**src/rtl/strap_pkg.sv**
```systemverilog
package strap_pkg;

  // Strobes from the sequencing control to the capture datapath
  typedef struct packed {
    logic capture;  // high during the last window cycle; load on the next edge
    logic drive;    // high once the pads carry clocks
  } strapStrobes_t;

  typedef enum logic [0:0] {
    ST_WINDOW = 1'b0,
    ST_DRIVE  = 1'b1
  } strapState_t;

endpackage

```
**src/rtl/strap_ctrl.sv**
```systemverilog
module strap_ctrl
  import strap_pkg::*;
#(
  parameter int WINDOW_CYCLES = 28636,
  parameter int CNT_W         = 15
) (
  input  logic          clk,
  input  logic          supplyGood,
  output strapStrobes_t strobes
);

  localparam logic [CNT_W-1:0] LAST_COUNT = CNT_W'(WINDOW_CYCLES - 1);

  strapState_t      state;
  logic [CNT_W-1:0] winCount;
  logic             atLast;

  assign atLast = (winCount == LAST_COUNT);

  always_ff @(posedge clk or negedge supplyGood) begin
    if (!supplyGood) begin
      state    <= ST_WINDOW;
      winCount <= '0;
    end else begin
      case (state)
        ST_WINDOW: begin
          if (atLast) state <= ST_DRIVE;
          else        winCount <= winCount + 1'b1;
        end
        default: state <= ST_DRIVE;
      endcase
    end
  end

  always_comb begin
    strobes.capture = (state == ST_WINDOW) && atLast;
    strobes.drive   = (state == ST_DRIVE);
  end

endmodule

```
**src/rtl/strap_dp.sv**
```systemverilog
module strap_dp
  import strap_pkg::*;
#(
  parameter int NUM_PADS = 5
) (
  input  logic                clk,
  input  logic                supplyGood,
  input  logic [NUM_PADS-1:0] padIn,
  input  strapStrobes_t       strobes,
  output logic [NUM_PADS-1:0] strapBits,
  output logic [NUM_PADS-1:0] padOe,
  output logic                configValid
);

  logic [NUM_PADS-1:0] syncFirst;
  logic [NUM_PADS-1:0] syncSecond;
  logic [NUM_PADS-1:0] capturedBits;

  always_ff @(posedge clk or negedge supplyGood) begin
    if (!supplyGood) begin
      syncFirst    <= '0;
      syncSecond   <= '0;
      capturedBits <= '0;
    end else begin
      syncFirst  <= padIn;
      syncSecond <= syncFirst;
      if (strobes.capture) capturedBits <= syncSecond;
    end
  end

  assign strapBits   = capturedBits;
  assign padOe       = {NUM_PADS{strobes.drive}};
  assign configValid = strobes.drive;

endmodule

```
**src/rtl/strap_sampler.sv**
```systemverilog
module strap_sampler
  import strap_pkg::*;
#(
  parameter int NUM_PADS      = 5,
  parameter int WINDOW_CYCLES = 28636,
  parameter int CNT_W         = 15
) (
  input  logic                clk,
  input  logic                supplyGood,
  input  logic [NUM_PADS-1:0] padIn,
  output logic [NUM_PADS-1:0] padOe,
  output logic [NUM_PADS-1:0] strapBits,
  output logic                configValid
);

  strapStrobes_t strobes;

  strap_ctrl #(
    .WINDOW_CYCLES(WINDOW_CYCLES),
    .CNT_W        (CNT_W)
  ) u_ctrl (
    .clk       (clk),
    .supplyGood(supplyGood),
    .strobes   (strobes)
  );

  strap_dp #(
    .NUM_PADS(NUM_PADS)
  ) u_dp (
    .clk        (clk),
    .supplyGood (supplyGood),
    .padIn      (padIn),
    .strobes    (strobes),
    .strapBits  (strapBits),
    .padOe      (padOe),
    .configValid(configValid)
  );

endmodule

```
**config.mk**
```make
export PLATFORM = sky130hd
export DESIGN_NAME = strap_sampler
export DESIGN_NICKNAME = d
export VERILOG_FILES = /design/src/rtl/strap_pkg.sv /design/src/rtl/strap_ctrl.sv /design/src/rtl/strap_dp.sv /design/src/rtl/strap_sampler.sv
export SDC_FILE = /design/constraint.sdc
export NUM_CORES = 1
export LEC_CHECK = 0
export BUFFER_PORTS_ARGS = -buffer_cell sky130_fd_sc_hd__buf_2
export CORE_AREA = 4 4 54 56
export DETAILED_ROUTE_END_ITERATION = 8
export DIE_AREA = 0 0 58 60
export GPL_TIMING_DRIVEN = 0
export PLACE_DENSITY_LB_ADDON = 0.3
export SETUP_SLACK_MARGIN = 0.05
export SYNTH_ARGS = -nofsm -noshare
export SYNTH_HDL_FRONTEND = slang
export SYNTH_HIERARCHICAL = 1
export SYNTH_SLANG_ARGS = --single-unit
```
**constraint.sdc**
```tcl
create_clock -name clk -period 2 [get_ports clk]
set_input_delay 0.1 -clock clk [delete_from_list [all_inputs] [get_ports clk]]
set_output_delay 0.1 -clock clk [all_outputs]
set_load 0.05 [all_outputs]
```
==> results of run 1 <==
## power by group through the flow
stage | Sequential (mW) | Combinational, mW | Clock, mW
final | 0.639 | 0.0254 | 0.413
after global routing | 0.640 | 0.0298 | 0.451
after CTS | 0.639 | 0.0263 | 0.428
after detailed placement | 0.652 | 0.0175 | 0
after global placement | 0.651 | 0.0168 | 0
after floorplan | 0.650 | 0.0000778 | 0
## cell type report
type	instances	share of cell area, %
tap	30	2.43
clock buffer	7	4.22
clock inverter	1	0.487
inverter	2	0.487
buffer	8	3.73
multi-input combinational	51	29.0
timing repair buffer	23	9.41
sequential	31	50.3
## worst max-delay path by stage
stage,endpoint,depth (start not counted),startpoint
global route,u_dp/strapBits[0]$_DFFE_PN0P_,4,u_ctrl/winCount[2]$_DFFE_PN0P_
detailed placement,u_dp/strapBits[0]$_DFFE_PN0P_,4,u_ctrl/winCount[2]$_DFFE_PN0P_
floorplan,u_dp/strapBits[0]$_DFFE_PN0P_,4,u_ctrl/winCount[2]$_DFFE_PN0P_
CTS,u_dp/strapBits[0]$_DFFE_PN0P_,4,u_ctrl/winCount[2]$_DFFE_PN0P_
finish,u_dp/strapBits[0]$_DFFE_PN0P_,4,u_ctrl/winCount[2]$_DFFE_PN0P_
global placement,u_dp/strapBits[0]$_DFFE_PN0P_,4,u_ctrl/winCount[2]$_DFFE_PN0P_
## metrics by stage
step	instances	hold slack (ps)	TNS, ps	setup WS, ps
after floorplan	92	-196	0	243
final	153	347	0	195
after global routing	153	364	0	131
after CTS	153	341	0	115
after detailed placement	139	171	-497	-114
after global placement	139	159	-310	-62.3
## what timing repair did
item                                   in CTS  in global routing
gates resized for setup                     1                  1
hold buffers                                6                  0
endpoints found under the hold margin      36                  0
buffers inserted                            0                  0
pin swaps                                   0                  0
setup endpoints to repair                   5                  5
## layer usage
metal,wire [µm],share of wire (%)
met5,0,0
met4,41,2.0
met3,98,4.8
met2,1030,50
met1,890,43
## state kept, by name, summed over array words and instances (netlist names)
| signal | count |
|---|---|
| u_ctrl/winCount | 15 |
| u_dp/syncSecond | 5 |
| u_dp/strapBits | 5 |
| u_dp/syncFirst | 5 |
| u_ctrl/state | 1 |
## layout by cell type (no fill, tap or decap), types with 2 or more instances in the layout
cell type,netlist,final
sky130_fd_sc_hd__clkbuf_4,0,5
sky130_fd_sc_hd__nand2_1,2,2
sky130_fd_sc_hd__nand3_1,7,7
sky130_fd_sc_hd__xnor2_1,6,6
sky130_fd_sc_hd__xor2_1,7,7
sky130_fd_sc_hd__clkbuf_8,0,2
sky130_fd_sc_hd__nand4_1,2,2
sky130_fd_sc_hd__dlygate4sd3_1,0,6
sky130_fd_sc_hd__inv_1,2,2
sky130_fd_sc_hd__nor4_2,2,2
sky130_fd_sc_hd__buf_4,7,7
sky130_fd_sc_hd__mux2_2,6,6
sky130_fd_sc_hd__dfrtp_1,31,31
sky130_fd_sc_hd__nor3b_1,3,3
sky130_fd_sc_hd__buf_2,1,18
## worst register-to-register path, delay by kind of cell (launching register included)
kind             cells  cell delay (ps)
flip-flops           1              450
multiplexers         1              380
AND/OR/NAND/NOR      3              870
## logic make-up after synthesis
kind of cell	count (synthesis)
flops	31
simple gates	30
xor+xnor	13
buf+inv	10
mux	6
compound gates	1
fa+ha+maj	1
==> results_dict.tcl, run 1 <==
set metrics [dict create \
    use_met3_pct 4.54 \
    cts_made_buffers 5 \
    dpl-instance-area_um2 1400 \
    synthDistinctLibCells 28 \
    final.min_clock_period_ps 1800 \
    power_switching_uw 224 \
    synth_compound_area_share_pct 0.588 \
    synth.yosys.warnings 6 \
    synth_top_flop_cell "sky130_fd_sc_hd__dfrtp_1" \
    syn_to_final_growth_pct 20.9 \
    p_per_area_nw_per_um2 698 \
    timing.critical_path.buf_inv 0 \
    synth.net_count 100 \
    final.setup_skew_ps 8.60 \
    yosys.area.top_type_share_pct 60.8 \
    synth_simple_gate_area_share_pct 18.3 \
    full_die_area_um2 3480 \
    worst_ep_required_time_ps 2220 \
    grt_setup_unrepaired "false" \
    cts_root_buffer "sky130_fd_sc_hd__clkbuf_4" \
    clock_power_share_pct 38.3 \
    highest_achievable_clock_rate_ghz 0.554 \
    pin_count_of_the_biggest_net_entering_global_routing 32 \
    internal_reg_to_reg_setup_slack_ps 200 \
    clkSlewWorstSetupHoldPaths_ps 100 \
    syn_area_um2 1280 \
    timing.critical_path.max_delay_family "simple AND/OR/NAND/NOR gates" \
    rows 18 \
    total_leakage_power_nw 0.757 \
    first_iter_violations 14 \
    cts.path.max_buffers 2 \
    first_pass_iters 4 \
    insertion_delay_ps 330 \
    synth_xor_xnor_area_share_pct 8.92 \
    synth_cells 92 \
    place.gp.congestion 0.771 \
    timing.critical_path.arrival_ps 2030 \
    final_cell_area_um2 1540 \
    worst-r2r-cell-count 4 \
    worst-slew-pin-transition_ps 658 \
    synth_edf_count 0 \
    grt_pass1_wl_mm 3.55 \
    crit_path_top_delay_cell "sky130_fd_sc_hd__dfrtp_1" \
    cts_tree "yes" \
    grt_pass1_vias 792 \
    regArea_um2 776 \
    overflow 0 \
    yosys-top-cells-count "sky130_fd_sc_hd__dfrtp_1 (31), sky130_fd_sc_hd__buf_4 (7), sky130_fd_sc_hd__nand3_1 (7), sky130_fd_sc_hd__xor2_1 (7)" \
    finalWirelength_mm 2.06 \
    number_of_antenna_violations_at_the_first_check_in_global_routing 0 \
    worstSetupEndpointType "register" \
    worst-setup-path-type "reg -> reg" \
    grt_most_used_layer "met2" \
    worstReg2RegStart "u_ctrl/winCount[2]$_DFFE_PN0P_" \
    vdd_drop_max_mv 0.584 \
    share_of_synthesized_cell_area_in_full_adder_half_adder_and_majority_cells_pct 0.980 \
    ys_ff_latch 31 \
    cap_violations 0 \
    max_slew_vio_count 0 \
    num_vias 788 \
    post_drt_via_cell_ratio 5.15 \
    critPathLaunchType "register" \
    intPower_uw 853 \
    dieHeight_um 60 \
    antenna_cells_inserted 0 \
    power_frac_seq_pct 59.3 \
    crit_path_cell_trace "and4bb_1 -> nand4_1 -> nor3_4 -> mux2_2" \
    critical_path_peak_fanout 6 \
    yosysTopAreaCell "sky130_fd_sc_hd__dfrtp_1" \
    route.antenna.remaining_nets 0 \
    htreeDepth 2 \
    final-setup-viol-count 0 \
    post_synth_mux_area_share_pct 5.29 \
    pwr-share-comb_pct 2.4 \
    finalHoldViolCount 0 \
    use_met2_pct 22.4 \
    async_reset_ff_share_pct 100 \
    initial_core_utilization_pct 52.5 \
    largest_family_of_logic_cells_by_synthesized_area "simple AND/OR/NAND/NOR gates" \
    share_of_post_route_cells_with_drive_strength_above_1_pct 38.2 \
    r2r_end "u_dp/strapBits[0]$_DFFE_PN0P_" \
    use_met1_pct 16.8 \
    critical_path.max_stage_delay_ps 450 \
    routed_wire_length_per_instance_um 13.5 \
    run_status "completed" \
    drcViolationCount 0 \
    multi_input_comb_area_um2 447 \
    cts.sink_count 31 \
    detailed_place_hpwl_mm 1.44 \
    timing.hold.worst.class "in -> async" \
    synth-seq-area-share_pct 60.8 \
    synth_most_common_cell "sky130_fd_sc_hd__dfrtp_1" \
    groute.usage.overall_pct 13.9 \
    final_core_util_pct 63.4 \
    io_buffer_count 17 \
    num-nets-final 130 \
    netSwitchingFraction_pct 20.8 \
    post-layout-total-power_mw 1.08 \
    layout_worst_path_cycle_share_pct 90.2 \
    io_pins 18 \
    final.fill_count 186 \
    post_synth.cell_area_avg_um2 13.9 \
    synth_area_leaders "sky130_fd_sc_hd__dfrtp_1 (61%), sky130_fd_sc_hd__mux2_2 (5.3%), sky130_fd_sc_hd__xor2_1 (4.8%)" \
    dieWidth_um 58 \
    maxSlewHeadroom_pct 56.1 \
    area_of_the_core_region_um2 2430 \
]
Note: power is estimated with default switching activity, not from simulation.
==> run 2: changes to the inputs <==
GPL_ROUTABILITY_DRIVEN = 0   (was unset)
RECOVER_POWER = 25   (was unset)
==> run 2 against run 1 <==
  * First-iteration DRC count stayed put
  * Critical path type unchanged
  * Clock skew stayed put
  * Sequential share of layout area stayed put
  * Utilization stayed put
==> results_dict.tcl, run 2 (synthesis gave the netlist of run 1 again) <==
set metrics [dict create \
    cts_root_buffer "sky130_fd_sc_hd__clkbuf_4" \
    groute.usage.overall_pct 13.9 \
    total_leakage_power_nw 0.757 \
    maxSlewHeadroom_pct 51.2 \
    worst-setup-path-type "reg -> reg" \
    dieWidth_um 58 \
    post_drt_via_cell_ratio 5.15 \
    first_iter_violations 14 \
    full_die_area_um2 3480 \
    final.fill_count 186 \
    commonest_cells_after_routing_fill_and_taps_aside "sky130_fd_sc_hd__dfrtp_1 (31), sky130_fd_sc_hd__buf_2 (17), sky130_fd_sc_hd__xor2_1 (7), sky130_fd_sc_hd__nand3_1 (7), sky130_fd_sc_hd__buf_4 (7)" \
    overflow 0 \
    io_buffer_count 17 \
    detailed_place_hpwl_mm 1.44 \
    placedCellCount 139 \
    finalWirelength_mm 2.06 \
    finalHoldViolCount 0 \
    worst-slew-pin-transition_ps 732 \
    final_cell_area_um2 1540 \
    cts_tree "yes" \
    grt_pass1_wl_mm 3.55 \
    dp_slack_ps -114 \
    antenna_cells_inserted 0 \
    first_pass_iters 4 \
    share_of_post_route_cells_with_drive_strength_above_1_pct 38.2 \
    critPathLaunchType "register" \
    number_of_antenna_violations_at_the_first_check_in_global_routing 0 \
    dieHeight_um 60 \
    fin_ws_ps 196 \
    routed-wl-met2_mm 1.03 \
    whs_path_depth 0 \
    insertion_delay_ps 330 \
    timing.critical_path.arrival_ps 2020 \
    pin_count_of_the_biggest_net_entering_global_routing 32 \
    registers.top_by_ff_count "u_ctrl/winCount" \
    top_layer "met4" \
    highest_achievable_clock_rate_ghz 0.554 \
    cts.path.max_buffers 2 \
    route.antenna.remaining_nets 0 \
    area_of_the_core_region_um2 2430 \
    p_per_area_nw_per_um2 698 \
    post-cts-setup-buffers 0 \
    num-nets-final 130 \
    max_slew_vio_count 0 \
    wl_met3_um 92 \
    drcViolationCount 0 \
    routed_wire_length_per_instance_um 13.5 \
    layout_worst_path_cycle_share_pct 90.2 \
    num_vias 788 \
    final-setup-viol-count 0 \
    timing.hold.worst.class "reg -> reg" \
    flip_flop_count_of_the_largest_register_all_copies_and_words_added 15 \
    io_pins 18 \
    syn_to_final_growth_pct 20.9 \
    worst-r2r-cell-count 4 \
    clkSlewWorstSetupHoldPaths_ps 100 \
    worst_hold_path.endpoint "u_dp/syncSecond[3]$_DFF_PN0_" \
    worstReg2RegStart "u_ctrl/winCount[2]$_DFFE_PN0P_" \
    cts.sink_count 31 \
    internal_reg_to_reg_setup_slack_ps 200 \
    cap_violations 0 \
    layout.cells.non_filler 153 \
    initial_core_utilization_pct 52.5 \
    holdCritStartpoint "u_dp/syncFirst[3]$_DFF_PN0_" \
    final.min_clock_period_ps 1800 \
    grt_setup_unrepaired "false" \
    htreeDepth 2 \
    worst_ep_required_time_ps 2220 \
    dpl-instance-area_um2 1400 \
    final.setup_skew_ps 8.60 \
    critical_path_peak_fanout 6 \
    final_common_cell "sky130_fd_sc_hd__dfrtp_1" \
    vdd_drop_max_mv 0.584 \
    run_status "completed" \
    cts_made_buffers 5 \
    grt_pass1_vias 792 \
    rows 18 \
    r2r_end "u_dp/strapBits[0]$_DFFE_PN0P_" \
    wl_met1_um 896 \
    worstSetupEndpointType "register" \
]
[run 2: how the worst max path moves through the flow]
| stage | startpoint | end | slack [ps] |
|---|---|---|---|
| after detailed placement | u_ctrl/winCount[2]$_DFFE_PN0P_ | u_dp/strapBits[0]$_DFFE_PN0P_ | -110 |
| after CTS | u_ctrl/winCount[2]$_DFFE_PN0P_ | u_dp/strapBits[0]$_DFFE_PN0P_ | 120 |
| after global placement | u_ctrl/winCount[2]$_DFFE_PN0P_ | u_dp/strapBits[0]$_DFFE_PN0P_ | -60 |
| after global routing | u_ctrl/winCount[2]$_DFFE_PN0P_ | u_dp/strapBits[0]$_DFFE_PN0P_ | 130 |
| after floorplan | u_ctrl/winCount[2]$_DFFE_PN0P_ | u_dp/strapBits[0]$_DFFE_PN0P_ | 240 |
| final | u_ctrl/winCount[2]$_DFFE_PN0P_ | u_dp/strapBits[0]$_DFFE_PN0P_ | 200 |
[run 2: final cells by class]
| cell class | count | area (µm²) | share of cell area, % |
|---|---|---|---|
| flip-flops and latches | 31 | 776 | 50.3 |
| multi-input cells | 51 | 447 | 29.0 |
| repair buffers | 23 | 145 | 9.41 |
| clock buffers | 7 | 65.1 | 4.22 |
| plain buffers | 8 | 57.6 | 3.73 |
| well taps | 30 | 37.5 | 2.43 |
| clock inverters | 1 | 7.51 | 0.487 |
| inverters | 2 | 7.51 | 0.487 |
[run 2: worst max-delay path: stages, from the launching register on]
cell                       delay [ps]
sky130_fd_sc_hd__dfrtp_1          450
sky130_fd_sc_hd__and4bb_1         330
sky130_fd_sc_hd__nand4_1          180
sky130_fd_sc_hd__nor3_4           360
sky130_fd_sc_hd__mux2_2           380
[run 2: routing by layer]
layer	vias to the layer above	GRT usage [%]
met2	13	22.4
met4	0	6.95
met5	-	0
met1	395	16.8
li1	375	-
met3	5	4.54
[run 2: repair_timing]
item                                    4_1_cts  5_1_grt
endpoints found under the hold margin        36        0
resized for setup                             1        1
endpoints found under the setup margin        5        5
hold buffers                                  6        0
[run 2: where the power goes]
group | total [mW] | internal (mW) | switching [mW]
clock | 0.413 | 0.205 | 0.207
sequential | 0.639 | 0.636 | 0.00261
combinational | 0.0254 | 0.0117 | 0.0137
total | 1.08 | 0.853 | 0.224
[run 2: per-stage QoR]
step	total power [mW]	util, %	setup TNS, ps	hold WS, ps
after CTS	1.09	63.2	0	341
after floorplan	0.651	-	0	-196
after global routing	1.12	63.4	0	364
after detailed placement	0.669	57.5	-497	171
final	1.08	63.4	0	354
after global placement	0.667	57.5	-310	159
